## src/rtl/snd_irq_pkg.sv

```systemverilog
package snd_irq_pkg;
  typedef enum logic [3:0] {
    A_SEN  = 4'd0,
    A_SPD  = 4'd1,
    A_SCLR = 4'd2,
    A_HEN  = 4'd3,
    A_HPD  = 4'd4,
    A_HCLR = 4'd5,
    A_LV0  = 4'd6,
    A_LV1  = 4'd7,
    A_LV2  = 4'd8
  } reg_addr_e;
endpackage

```

## src/rtl/irq_bank.sv

```systemverilog
module irq_bank #(
  parameter int NSRC     = 11,
  parameter int DW       = 16,
  parameter int SW_BIT   = 5,
  parameter int TICK_BIT = 10
) (
  input  logic            clk,
  input  logic            rst_n,
  input  logic            wr_en_reg,
  input  logic            wr_pend_reg,
  input  logic            wr_clr_reg,
  input  logic [DW-1:0]   wr_data,
  input  logic [NSRC-1:0] evt,
  input  logic            tick,
  output logic [NSRC-1:0] en_q,
  output logic [NSRC-1:0] pend_q,
  output logic [NSRC-1:0] active
);
  localparam logic [NSRC-1:0] SW_M   = NSRC'(1) << SW_BIT;
  localparam logic [NSRC-1:0] TICK_M = NSRC'(1) << TICK_BIT;

  logic [NSRC-1:0] en_d, pend_d, clr_m, sw_m, tk_m;
  logic            en_ce, pend_ce;

  always_comb begin
    en_ce   = wr_en_reg;
    en_d    = wr_data[NSRC-1:0];
    clr_m   = wr_clr_reg ? wr_data[NSRC-1:0] : '0;
    sw_m    = (wr_pend_reg && wr_data[SW_BIT]) ? SW_M : '0;
    tk_m    = tick ? TICK_M : '0;
    pend_ce = wr_pend_reg | wr_clr_reg | (|evt) | tick;
    pend_d  = (pend_q & ~clr_m) | evt | sw_m | tk_m;
  end

  always_ff @(posedge clk or negedge rst_n) begin
    if (!rst_n) begin
      en_q   <= '0;
      pend_q <= '0;
    end else begin
      if (en_ce)   en_q   <= en_d;
      if (pend_ce) pend_q <= pend_d;
    end
  end

  assign active = en_q & pend_q;

  // a pending write alone touches only the software bit
  p_sw_only_r6: assert property (@(posedge clk) disable iff (!rst_n)
    (wr_pend_reg && !wr_clr_reg && !tick && evt == '0)
    |=> pend_q == ($past(pend_q) | ($past(wr_data[SW_BIT]) ? SW_M : '0)));

  // a clear write alone drops exactly the named bits
  p_clr_r7: assert property (@(posedge clk) disable iff (!rst_n)
    (wr_clr_reg && !wr_pend_reg && !tick && evt == '0)
    |=> pend_q == ($past(pend_q) & ~$past(wr_data[NSRC-1:0])));

  // event pulses always land, whatever else happens
  p_evt_wins_r10: assert property (@(posedge clk) disable iff (!rst_n)
    (evt != '0) |=> ((pend_q & $past(evt)) == $past(evt)));

  // tick marks sample-done
  p_tick_r8: assert property (@(posedge clk) disable iff (!rst_n)
    tick |=> pend_q[TICK_BIT]);
endmodule

```

## src/rtl/prio_level.sv

```systemverilog
module prio_level #(
  parameter int NSRC = 11,
  parameter int CAP  = 7,
  localparam int LVW = CAP + 1,
  localparam int IW  = $clog2(NSRC)
) (
  input  logic            clk,
  input  logic            rst_n,
  input  logic [NSRC-1:0] active,
  input  logic [LVW-1:0]  lv0,
  input  logic [LVW-1:0]  lv1,
  input  logic [LVW-1:0]  lv2,
  output logic [2:0]      level
);
  logic [IW-1:0] win;
  logic [IW-1:0] pos;

  always_comb begin
    win = '0;
    for (int i = NSRC - 1; i >= 0; i--) begin
      if (active[i]) win = IW'(i);
    end
    pos = (win > IW'(CAP)) ? IW'(CAP) : win;
    if (active == '0) level = 3'd0;
    else              level = {lv2[pos], lv1[pos], lv0[pos]};
  end

  // idle gives level zero
  p_idle_zero_r11: assert property (@(posedge clk) disable iff (!rst_n)
    (active == '0) |-> (level == 3'd0));

  // source 0 active always owns the level
  p_src0_wins_r3: assert property (@(posedge clk) disable iff (!rst_n)
    active[0] |-> (level == {lv2[0], lv1[0], lv0[0]}));
endmodule

```

## src/rtl/snd_irq_hub.sv

```systemverilog
module snd_irq_hub #(
  parameter int NSRC     = 11,
  parameter int DW       = 16,
  parameter int AW       = 4,
  parameter int SW_BIT   = 5,
  parameter int TICK_BIT = 10,
  parameter int CAP      = 7
) (
  input  logic            clk,
  input  logic            rst_n,
  input  logic            wr_en_i,
  input  logic [AW-1:0]   wr_addr_i,
  input  logic [DW-1:0]   wr_data_i,
  input  logic [AW-1:0]   rd_addr_i,
  output logic [DW-1:0]   rd_data_o,
  input  logic [NSRC-1:0] evt_i,
  input  logic            sample_tick_i,
  output logic [NSRC-1:0] slv_vec_o,
  output logic [2:0]      slv_level_o,
  output logic            host_irq_o
);
  import snd_irq_pkg::*;
  localparam int LVW = CAP + 1;

  logic [1:0] rst_sync;
  logic       rst_q_n;

  always_ff @(posedge clk or negedge rst_n) begin
    if (!rst_n) rst_sync <= 2'b00;
    else        rst_sync <= {rst_sync[0], 1'b1};
  end
  assign rst_q_n = rst_sync[1];

  logic [NSRC-1:0] s_en, s_pd, s_act, h_en, h_pd, h_act;
  logic [LVW-1:0]  lv_q [3];
  logic [LVW-1:0]  lv_d;
  logic [2:0]      lv_ce;

  function automatic logic hit(input logic [AW-1:0] a, input reg_addr_e r);
    return wr_en_i && (a == AW'(r));
  endfunction

  irq_bank #(.NSRC(NSRC), .DW(DW), .SW_BIT(SW_BIT), .TICK_BIT(TICK_BIT)) u_slv (
    .clk(clk), .rst_n(rst_q_n),
    .wr_en_reg(hit(wr_addr_i, A_SEN)), .wr_pend_reg(hit(wr_addr_i, A_SPD)),
    .wr_clr_reg(hit(wr_addr_i, A_SCLR)), .wr_data(wr_data_i),
    .evt(evt_i), .tick(sample_tick_i),
    .en_q(s_en), .pend_q(s_pd), .active(s_act));

  irq_bank #(.NSRC(NSRC), .DW(DW), .SW_BIT(SW_BIT), .TICK_BIT(TICK_BIT)) u_host (
    .clk(clk), .rst_n(rst_q_n),
    .wr_en_reg(hit(wr_addr_i, A_HEN)), .wr_pend_reg(hit(wr_addr_i, A_HPD)),
    .wr_clr_reg(hit(wr_addr_i, A_HCLR)), .wr_data(wr_data_i),
    .evt(evt_i), .tick(sample_tick_i),
    .en_q(h_en), .pend_q(h_pd), .active(h_act));

  always_comb begin
    lv_d  = wr_data_i[LVW-1:0];
    lv_ce = {hit(wr_addr_i, A_LV2), hit(wr_addr_i, A_LV1), hit(wr_addr_i, A_LV0)};
  end

  for (genvar g = 0; g < 3; g++) begin : g_lv
    always_ff @(posedge clk or negedge rst_q_n) begin
      if (!rst_q_n)     lv_q[g] <= '0;
      else if (lv_ce[g]) lv_q[g] <= lv_d;
    end
  end

  prio_level #(.NSRC(NSRC), .CAP(CAP)) u_prio (
    .clk(clk), .rst_n(rst_q_n), .active(s_act),
    .lv0(lv_q[0]), .lv1(lv_q[1]), .lv2(lv_q[2]), .level(slv_level_o));

  assign slv_vec_o  = s_act;
  assign host_irq_o = |h_act;

  always_comb begin
    rd_data_o = '0;
    case (rd_addr_i)
      AW'(A_SEN): rd_data_o = DW'(s_en);
      AW'(A_SPD): rd_data_o = DW'(s_pd);
      AW'(A_HEN): rd_data_o = DW'(h_en);
      AW'(A_HPD): rd_data_o = DW'(h_pd);
      AW'(A_LV0): rd_data_o = DW'(lv_q[0]);
      AW'(A_LV1): rd_data_o = DW'(lv_q[1]);
      AW'(A_LV2): rd_data_o = DW'(lv_q[2]);
      default:    rd_data_o = '0;
    endcase
  end

  // host line follows host enable and pending state
  p_host_line_r9: assert property (@(posedge clk) disable iff (!rst_q_n)
    host_irq_o |-> ((h_en & h_pd) != '0));
endmodule

```

## config.mk

```make
export PLATFORM = sky130hd
export DESIGN_NAME = snd_irq_hub
export DESIGN_NICKNAME = d
export VERILOG_FILES = /design/src/rtl/snd_irq_pkg.sv /design/src/rtl/irq_bank.sv /design/src/rtl/prio_level.sv /design/src/rtl/snd_irq_hub.sv
export SDC_FILE = /design/constraint.sdc
export NUM_CORES = 1
export LEC_CHECK = 0
export BUFFER_PORTS_ARGS = -buffer_cell sky130_fd_sc_hd__buf_4
export CAP_MARGIN = 10
export CORE_MARGIN = 5
export CORE_UTILIZATION = 50
export CTS_CLUSTER_SIZE = 16
export DETAILED_ROUTE_END_ITERATION = 7
export PLACE_DENSITY = 0.76
export SETUP_SLACK_MARGIN = 0.3
export SYNTH_ARGS = -nofsm -noshare
export SYNTH_HDL_FRONTEND = slang
export SYNTH_SLANG_ARGS = --single-unit
export TNS_END_PERCENT = 20
```

## constraint.sdc

```tcl
create_clock -name clk -period 2.2 [get_ports clk]
set_input_delay 0.11 -clock clk [delete_from_list [all_inputs] [get_ports clk]]
set_output_delay 0.11 -clock clk [all_outputs]
set_load 0.02 [all_outputs]
```

==> run metrics, run 1 <==
outcome=complete, but fails checks; failing checks=setup timing; reg2reg start=u_slv.pend_q[10]; Pre-antenna DRT Iters=5; post-synthesis sequential area ratio=48.1%; Final Wtd Congestion=0.908; Worst-path clk slew=80 ps; Seq pwr share=37.4%; sequential cell area=0.00175 mm2; Setup WS post-layout=-448 ps; fin cells=565; final setup vio count=3; Reg2Reg Depth=3; Critical Path Sink=slv_level_o[2]; Cell Int Power=2.96 mW; crit path max fanout=6; top post-synthesis cells by count=70 x dfrtp_1, 45 x mux2_2, 45 x nand2_1, 21 x a22oi_1, 19 x nor2_1; Die Area=0.00910 mm2; number of global-route vias before repair=3,366; Clk pwr share=24.0%; Clock Skew=7.43 ps; dominant synthesized flop cell=dfrtp_1; Root Buffer=clkbuf_8; Via Count=3,362; RSZ-0062 raised after global routing=yes; fin nets=500; Yosys Warn Count=0; period utilization=120%; depth of the CTS H-tree=3; Final Hold Viols=0; Reg2Reg Setup Slack=720 ps; global-route wire length before repair=17,900 um; WL/cell=20.2 um; mapped cell area=0.00364 mm2; # rows=31; P_leak=2.18 nW; CP startpoint kind=flop; total chip power=4.50 mW; PortBufs=59; dpl cells=530; Core Box Area=0.00718 mm2; antenna cells=0; Num CTS Buffers=9; Unique masters post-synth=55; Worst Path Arrival=2540 ps; Die Width=95.4 um; NetSw=1.54 mW; clk sinks=70; Syn Area/Cell=10.8 um2; antenna violations before repair=0; initial DRC count=231; cell taking the most area after synthesis=dfrtp_1; crit end category=primary output; Final Critical Period=2650 ps; max_cap viols=0; GRT Overall Usage=26.4%; Yosys top cell area share=48.1%; routed wire length=11,400 um; max_slew headroom=64.2%; Peak supply drop=0.479 mV; remaining global-route overflow=0; DPL Wire Length=8100 um; CP startpoint=u_slv.en_q[8]; critical path class=reg -> out; clk_lat worst skew=350 ps; clk buf depth=2; Net Sw Frac=34.2%; synthesized instance count=338; slew of the pin with the lowest slew margin=535 ps; Post-synth EDFFs=0; Chip Height=95.4 um; worst r2r dst=u_slv.pend_q[10]; Filler cells=533; FMAX=0.378 GHz; Slew Limit Fails=0; ys async rst share=100%; antenna viol nets, final=0; largest net degree at the start of global routing=69; leading post-synthesis cells by cell area=dfrtp_1 48%, mux2_2 14%, nand2_1 4.6%, a22oi_1 4.3%, a21o_1 3.5%; area of the multi-input gates=0.00196 mm2; layout cell share with drive strength beyond 1=44.6%; worst hold path class=in -> reg; Ports=70; combinational fraction of design power=38.5%; Yosys reg bits=70; Worst Path Required=2090 ps; initial core utilization=50.8%; DRC=0; most common cell in the netlist=dfrtp_1; TritonCTS clock tree=built; via/cell ratio=5.95; total power divided by cell area=885 mW/mm2; Layout area overhead=39.5%
cells in the final DEF (no fill, tap or decap), drive strengths merged, types with 5 or more instances in the layout:
cell,n
conb,6
a21oi,5
nand3,9
a221oi,10
dfrtp,70
and2,12
mux2,47
a21o,18
a22oi,21
dlygate4sd3,14
nand2,45
buf,112
nor2,19
inv,7
a211o,5
a222oi,5
clkbuf,10
nor3,5
power groups by stage:
stage                     Combinational [mW]  Clock, mW  Sequential, mW
final                                   1.74       1.08            1.68
after global routing                    1.85       1.15            1.71
after CTS                               1.61       1.09            1.67
after detailed placement                1.52          0            1.70
after global placement                  1.49          0            1.69
after floorplan                        0.900          0            1.65
cell type report:
cell class	count	share of cell area, %
Inverter	6	0.443
Clock buffer	10	2.71
Multi-Input combinational cell	248	38.6
Timing Repair Buffer	126	20.0
Sequential cell	70	34.5
Clock inverter	6	1.35
Tap cell	99	2.44
worst min path at each step:
stage            startpoint              to  depth (start not counted)
2_1_floorplan         rst_n     rst_sync[0]                          0
3_3_place_gp          rst_n     rst_sync[0]                          1
3_5_place_dp          rst_n     rst_sync[0]                          1
4_1_cts        wr_data_i[9]  u_host.en_q[9]                          2
5_1_grt        wr_data_i[9]  u_host.en_q[9]                          2
6_report       wr_data_i[9]  u_host.en_q[9]                          2
logic make-up after synthesis:
logic type             count (synthesis)  synth area share (%)
other                                  2                 0.206
buffers and inverters                 24                  3.23
multiplexers                          50                  15.3
AND/OR/NAND/NOR                      109                  14.9
AO/OA/AOI/OAI                         83                  18.2
flip-flops                            70                  48.1
worst max-delay path: stages, from the launching register on:
cell and delay [ps]:
dfrtp_1 420, a222oi_1 480, buf_4 220, nand3_4 90, nand3_4 110, buf_4 130
nor2_1 40, mux2_4 270, o32ai_4 270, buf_6 150
routing by layer:
layer | GRT usage [%] | routed length, um
met5 | 0 | 0
met4 | 10.1 | 345
met3 | 5.21 | 711
met2 | 43.6 | 5720
met1 | 34.4 | 4620
state kept, by name, summed over array words and instances (netlist names):
signal         flops
lv_q              24
u_slv.en_q        11
rst_sync           2
u_host.en_q       11
u_host.pend_q     11
u_slv.pend_q      11
what timing repair did:
action	in CTS	in global routing
hold buffers	14	0
endpoints found under the setup margin	4	9
pin swaps	8	12
hold endpoints to repair	24	0
resized for setup	12	17
buffers inserted	1	4
metrics by stage:
stage / hold slack, ps / TNS, ps / cell area, um2 / setup WS (ps) / util [%]
final: 22.0 / -1290 / 5090 / -448 / 70.9
after global routing: 8.78 / -1570 / 5090 / -535 / 70.9
after CTS: 7.06 / -1260 / 4960 / -428 / 69.1
after detailed placement: -105 / -393 / 4570 / -146 / 63.6
after global placement: -107 / -301 / 4570 / -123 / 63.6
after floorplan: -186 / -63.3 / 3710 / -63.3 / -
(Power assumes the default switching activity.)
==> run 2, diff against run 1 <==
--- a/config.mk
+++ b/config.mk
@@ -12,7 +12,9 @@
 export CTS_CLUSTER_SIZE = 16
 export DETAILED_ROUTE_END_ITERATION = 7
 export PLACE_DENSITY = 0.76
+export RECOVER_POWER = 100
 export SETUP_SLACK_MARGIN = 0.3
+export SLEW_MARGIN = 40
 export SYNTH_ARGS = -nofsm -noshare
 export SYNTH_HDL_FRONTEND = slang
 export SYNTH_SLANG_ARGS = --single-unit
==> run metrics, run 2 (synthesis results as in run 1) <==
outcome=complete, but fails checks (unchanged); failing checks=capacitance limit, slew limit, setup timing (was setup timing); CP startpoint kind=flop (unchanged); Pre-antenna DRT Iters=5 (unchanged); commonest non-fill, non-tap cell in the layout=buf_4 (unchanged); Util after Layout=69.9% (was 70.9%); dpl cells=530 (unchanged); met1 track utilization from global routing=34.4% (unchanged); CP max-delay cell=dfrtp_1 (was a222oi_1); clk sinks=70 (unchanged); Layout area overhead=37.7% (was 39.5%); initial core utilization=50.8% (unchanged); Final Hold Viols=0 (unchanged); antenna cells=0 (unchanged); WL/cell=20.3 um (was 20.2 um); Root Buffer=clkbuf_8 (unchanged); CP Buf/Inv Count=2 (was 3); placed cell area=0.00457 mm2 (unchanged); Die Width=95.4 um (unchanged); Hold Path End=u_host.en_q[9] (unchanged); Chip Height=95.4 um (unchanged); max_cap viols=1 (was 0); cell family with most CP delay=compound AO/OA/AOI/OAI gates (unchanged); DRC=0 (unchanged); met2 GRT Util=43.6% (unchanged); max_slew headroom=-11.1% (was 64.2%); via/cell ratio=6.01 (was 5.95); critical path class=reg -> out (unchanged); worst hold path class=in -> reg (unchanged); total power divided by cell area=895 mW/mm2 (was 885 mW/mm2); Ports=70 (unchanged); Reg2Reg Depth=1 (was 3); P_leak=2.13 nW (was 2.18 nW); Final Wtd Congestion=0.908 (unchanged); FMAX=0.376 GHz (was 0.378 GHz); antenna viol nets, final=0 (unchanged); Reg2Reg Setup Slack=410 ps (was 720 ps); RSZ-0062 raised after global routing=yes (unchanged); reg2reg start=rst_sync[1] (was u_slv.pend_q[10]); most frequent cells in the layout=94 x buf_4, 69 x dfrtp_1, 45 x mux2_2 (was 105 x buf_4, 69 x dfrtp_1, 45 x mux2_2); DPL Wire Length=8100 um (unchanged); Num CTS Buffers=9 (unchanged); Worst Path Arrival=2550 ps (was 2540 ps); Worst-path clk slew=80 ps (about the same); antenna violations before repair=0 (unchanged); layout cell share with drive strength beyond 1=41.8% (was 44.6%); Most Crowded Layer GR=met2 (unchanged); clk buf depth=2 (unchanged); number of global-route vias before repair=3,366 (unchanged); Via Count=3,393 (was 3,362); Core Box Area=0.00718 mm2 (unchanged); Clock Skew=9.43 ps (was 7.43 ps); Final Critical Period=2660 ps (was 2650 ps); TritonCTS clock tree=built (unchanged); max FFs per register=24 (unchanged); hold path cells=2 (unchanged); worst r2r dst=lv_q[5] (was u_slv.pend_q[10]); remaining global-route overflow=0 (unchanged); PortBufs=59 (unchanged); GRT Overall Usage=26.4% (unchanged); largest net degree at the start of global routing=69 (unchanged); initial DRC count=275 (was 231); CP cell instances=and2_4 -> a221o_1 -> a211o_4 -> a21oi_4 -> buf_4 -> mux2_4 -> o221ai_4 -> buf_6 (was a222oi_1 -> buf_4 -> nand3_4 -> nand3_4 -> buf_4 -> nor2_1 -> mux2_4 -> o32ai_4 -> buf_6); period utilization=121% (was 120%); Worst Path Required=2090 ps (about the same); HP Start=wr_data_i[9] (unchanged); grt met3 use=5.21% (unchanged); Top reg by flops=lv_q (unchanged); depth of the CTS H-tree=3 (unchanged); routed wire length=11,500 um (was 11,400 um); crit path max fanout=4 (was 6); Peak supply drop=0.480 mV (was 0.479 mV); slew of the pin with the lowest slew margin=1670 ps (was 535 ps); Die Area=0.00910 mm2 (unchanged); Design Area, Final=0.00502 mm2 (was 0.00509 mm2); fin nets=500 (unchanged); global-route wire length before repair=17,900 um (unchanged); clk_lat worst skew=350 ps (about the same); fin cells=565 (unchanged); Setup WS post-layout=-462 ps (was -448 ps); final setup vio count=3 (unchanged); Slew Limit Fails=69 (was 0); # rows=31 (unchanged); Worst path max stage delay=410 ps (was 480 ps); crit end category=primary output (unchanged)
[run 2: cell count changes in the layout (fill, tap and decap cells not counted), moves of 2 or more]
cell,change
clkbuf_4,+2
clkbuf_1,+9
and2_1,-2
buf_4,-11
and2_0,+3
[run 2: area by class of cell]
cell class	count	area [um2]
fill	546	2160
multi-input combinational	248	1950
sequential	70	1750
timing repair buffer	126	967
clock buffer	10	138
tap	99	124
clock inverter	6	68.8
inverter	6	22.5
[run 2: timing repair]
| item | 4_1_cts | 5_1_grt |
|---|---|---|
| gates resized for setup | 12 | 17 |
| pin swaps | 8 | 12 |
| endpoints found under the hold margin | 24 | 0 |
| buffers inserted | 1 | 4 |
| setup endpoints to repair | 4 | 9 |
| hold buffers | 14 | 0 |
[run 2: per-stage QoR]
stage / power [mW] / TNS (ps) / worst slack, ps / hold slack, ps
after CTS: 4.38 / -1260 / -428 / 7.06
after global placement: 3.18 / -301 / -123 / -107
after floorplan: 2.55 / -63.3 / -63.3 / -186
final: 4.49 / -1340 / -462 / 22.0
after global routing: 4.70 / -1570 / -535 / 8.75
after detailed placement: 3.21 / -393 / -146 / -105
[run 2: how the worst max path moves through the flow]
stage	startpoint	end	slack (ps)	cells past startpoint
final	u_slv.pend_q[9]	slv_level_o[0]	-460	8
after global routing	u_slv.pend_q[9]	slv_level_o[0]	-530	8
after CTS	u_slv.pend_q[9]	slv_level_o[0]	-430	8
after detailed placement	u_slv.pend_q[9]	slv_level_o[0]	-150	10
after global placement	u_slv.pend_q[9]	slv_level_o[0]	-120	10
after floorplan	u_slv.pend_q[9]	slv_level_o[2]	-60	6
[run 2: routing by layer]
layer | vias up | share of wire, % | routed length (um)
met5 | - | 0 | 0
met1 | 1697 | 40 | 4540
met3 | 28 | 6.8 | 775
met4 | 0 | 2.9 | 330
met2 | 158 | 51 | 5820
li1 | 1510 | - | -
[run 2: where the power goes]
| group | total (mW) | internal, mW | switching [mW] | leakage, nW |
|---|---|---|---|---|
| Clock | 1.08 | 0.560 | 0.521 | 0.103 |
| Sequential | 1.68 | 1.49 | 0.192 | 0.780 |
| Combinational | 1.73 | 0.896 | 0.829 | 1.25 |
==> run 3, diff against run 2 <==
--- a/config.mk
+++ b/config.mk
@@ -14,8 +14,8 @@
 export PLACE_DENSITY = 0.76
 export RECOVER_POWER = 100
 export SETUP_SLACK_MARGIN = 0.3
-export SLEW_MARGIN = 40
 export SYNTH_ARGS = -nofsm -noshare
 export SYNTH_HDL_FRONTEND = slang
+export SYNTH_HIERARCHICAL = 1
 export SYNTH_SLANG_ARGS = --single-unit
 export TNS_END_PERCENT = 20
==> run metrics, run 3 <==
Peak supply drop=0.570 mV (was 0.480 mV); worst r2r dst=u_host/pend_q[10] (was lv_q[5]); Pre-antenna DRT Iters=5 (unchanged); Clock Skew=6.89 ps (was 9.43 ps); final setup vio count=3 (unchanged); post-synthesis sequential area ratio=45.7% (was 48.1%); mux cell area share after synthesis=19.6% (was 15.3%); crit path max fanout=4 (unchanged); main combinational cell family by area after synthesis=multiplexers (was compound AO/OA/AOI/OAI gates); Root Buffer=clkbuf_8 (unchanged); Final Hold Viols=0 (unchanged); Net Sw Frac=33.5% (was 34.4%); total power divided by cell area=843 mW/mm2 (was 895 mW/mm2); Via Count=3,301 (was 3,393); slew of the pin with the lowest slew margin=1080 ps (was 1670 ps); WL/cell=20.0 um (was 20.3 um); crit end category=primary output (unchanged); CP startpoint kind=flop (unchanged); Seq pwr share=40.2% (was 37.5%); TritonCTS clock tree=built (unchanged); clk_lat worst skew=350 ps (about the same); antenna violations before repair=0 (unchanged); Core Box Area=0.00761 mm2 (was 0.00718 mm2); Slew Limit Fails=0 (was 69); most frequent cells in the layout=84 x buf_4, 69 x dfrtp_1, 57 x mux2_2 (was 94 x buf_4, 69 x dfrtp_1, 45 x mux2_2); max_cap viols=0 (was 1); initial core utilization=50.4% (was 50.8%); Final Critical Period=2670 ps (was 2660 ps); remaining global-route overflow=0 (unchanged); HP Start=wr_data_i[9] (unchanged); Worst Path Required=2090 ps (about the same); Worst-path clk slew=70 ps (was 80 ps); PortBufs=59 (unchanged); Setup WS post-layout=-471 ps (was -462 ps); Num CTS Buffers=9 (unchanged); cell taking the most area after synthesis=dfrtp_1 (unchanged); FMAX=0.374 GHz (was 0.376 GHz); mapped cell area=0.00383 mm2 (was 0.00364 mm2); Syn Area/Cell=11.3 um2 (was 10.8 um2); antenna cells=0 (unchanged); max FFs per register=24 (unchanged); Yosys Warn Count=6 (was 0); Yosys reg bits=70 (unchanged); commonest non-fill, non-tap cell in the layout=buf_4 (unchanged); ys async rst share=100% (unchanged); fin nets=497 (was 500); top post-synthesis cells by count=70 x dfrtp_1, 57 x mux2_2, 27 x nand2_1, 23 x and2_1, 21 x a22oi_1 (was 70 x dfrtp_1, 45 x mux2_2, 45 x nand2_1, 21 x a22oi_1, 19 x nor2_1); # rows=32 (was 31); Worst Path Arrival=2560 ps (was 2550 ps); Final Wtd Congestion=0.944 (was 0.908); Clk pwr share=22.6% (was 24.1%); Filler cells=645 (was 546); Hold Path End=u_host/en_q[9] (was u_host.en_q[9]); via/cell ratio=5.85 (was 6.01); total setup buffers inserted after CTS=0 (was 1); layout cell share with drive strength beyond 1=39.6% (was 41.8%); Top reg by flops=lv_q (unchanged); Cell Int Power=2.75 mW (was 2.95 mW); Yosys top cell area share=45.7% (was 48.1%); DPL Wire Length=8040 um (was 8100 um); period utilization=121% (about the same); Ports=70 (unchanged); Chip Height=97.5 um (was 95.4 um); global-route wire length before repair=17,900 um (about the same); compound-gate portion of the synthesized area=14.8% (was 18.2%); Synth Area in Simple Gates=15.4% (was 14.9%); Layout area overhead=28.0% (was 37.7%); NetSw=1.39 mW (was 1.54 mW); number of global-route vias before repair=3,427 (was 3,366); outcome=complete, but fails checks (unchanged); most common cell in the netlist=dfrtp_1 (unchanged); GRT Overall Usage=24.2% (was 26.4%); Post-Synth XOR/XNOR Area=0% (unchanged); Util after Layout=64.5% (was 69.9%); hold path cells=2 (unchanged); RSZ-0062 raised after global routing=yes (unchanged); critical path class=reg -> out (unchanged); worst hold path class=in -> reg (unchanged); combinational fraction of design power=37.2% (was 38.4%); failing checks=setup timing (was capacitance limit, slew limit, setup timing); routed wire length=11,300 um (was 11,500 um); Reg2Reg Setup Slack=880 ps (was 410 ps); initial DRC count=264 (was 275); P_leak=2.02 nW (was 2.13 nW); leading post-synthesis cells by cell area=dfrtp_1 46%, mux2_2 17%, a22oi_1 4.1%, and2_1 3.8%, a21o_1 3.5% (was dfrtp_1 48%, mux2_2 14%, nand2_1 4.6%, a22oi_1 4.3%, a21o_1 3.5%); DRC=0 (unchanged); synthesized instance count=338 (unchanged); reg2reg start=u_host/pend_q[10] (was rst_sync[1]); Die Width=97.5 um (was 95.4 um); clk buf depth=2 (unchanged); Reg2Reg Depth=2 (was 1); Unique masters post-synth=50 (was 55); antenna viol nets, final=0 (unchanged); Die Area=0.00951 mm2 (was 0.00910 mm2); sequential cell area=0.00175 mm2 (unchanged); max_slew headroom=27.8% (was -11.1%); dominant synthesized flop cell=dfrtp_1 (unchanged); largest net degree at the start of global routing=36 (was 69); area of the multi-input gates=0.00196 mm2 (was 0.00195 mm2); clk sinks=70 (unchanged); Post-synth EDFFs=0 (unchanged); Synth Area in Adders=0% (unchanged); depth of the CTS H-tree=3 (unchanged); pre-CTS WS=-191 ps (was -146 ps)
-- run 3: changes by cell type after synthesis, sizes merged, moves of 5 or more --
cell | previous run | this run
mux2 | 47 | 57
nand3 | 9 | 1
mux2i | 3 | 11
or4 | 0 | 6
and2 | 12 | 23
nand2 | 45 | 30
a221oi | 10 | 1
clkbuf | 10 | 5
o221ai | 1 | 7
a222oi | 5 | 0
buf | 8 | 13
-- run 3: critical path, cell delays in order, from the launching register on --
cell and delay, ps:
dfrtp_1 380, and2_4 170, or4_4 540, or4_4 460, a31oi_1 140, o21ai_1 90
a311o_1 290, buf_6 140
-- run 3: what timing repair did --
action	in CTS	in global routing
hold endpoints to repair	24	0
hold buffers	14	0
gates resized for setup	5	2
endpoints found under the setup margin	4	4
-- run 3: stage by stage --
stage / setup TNS, ps / std cells / power [mW] / area [um2] / hold slack [ps]
2_1_floorplan: -3.01 / 342 / 2.52 / 3890 / -186
4_1_cts: -1310 / 564 / 4.17 / 5020 / 9.06
5_1_grt: -1600 / 564 / 4.34 / 4900 / 18.1
3_5_place_dp: -555 / 535 / 3.19 / 4690 / -107
6_report: -1290 / 564 / 4.13 / 4900 / 26.9
3_3_place_gp: -442 / 535 / 3.16 / 4690 / -108
-- run 3: worst max path at each step --
stage,from,endpoint,slack [ps]
after floorplan,u_slv/pend_q[7],slv_level_o[1],-3
after global placement,u_slv/en_q[8],slv_level_o[0],-160
after detailed placement,u_slv/en_q[8],slv_level_o[0],-190
after CTS,u_slv/pend_q[7],slv_level_o[1],-490
after global routing,u_slv/pend_q[7],slv_level_o[1],-610
final,u_slv/pend_q[7],slv_level_o[1],-470
-- run 3: cell families (layout without fill, tap and decap cells) --
group,count (synthesis),in the layout
DFF,70,70
AOI/OAI and AO/OA,74,74
other,2,6
buffers and inverters,22,142
muxes,68,68
and+or+nand+nor,102,102
-- run 3: final cells by class --
type / count / share of cell area (%)
timing repair buffer: 123 / 17.9
sequential: 70 / 35.7
inverter: 4 / 0.306
clock inverter: 4 / 0.459
tap: 102 / 2.60
clock buffer: 11 / 3.09
multi-input combinational: 250 / 39.9
-- run 3: layer usage --
layer / share of wire, % / up-vias / GRT usage, % / wire [um]
li1: - / 1498 / - / -
met1: 41 / 1630 / 30.5 / 4580
met2: 49 / 142 / 39.4 / 5560
met3: 7.5 / 31 / 5.74 / 843
met4: 2.6 / 0 / 11.2 / 298
met5: 0 / - / 0 / 0
-- run 3: power by group through the flow --
stage	logic, mW	clock network [mW]	registers [mW]
finish	1.54	0.935	1.66
detailed placement	1.51	0	1.68
global placement	1.49	0	1.67
global route	1.65	1.01	1.69
floorplan	0.890	0	1.63
CTS	1.57	0.948	1.66
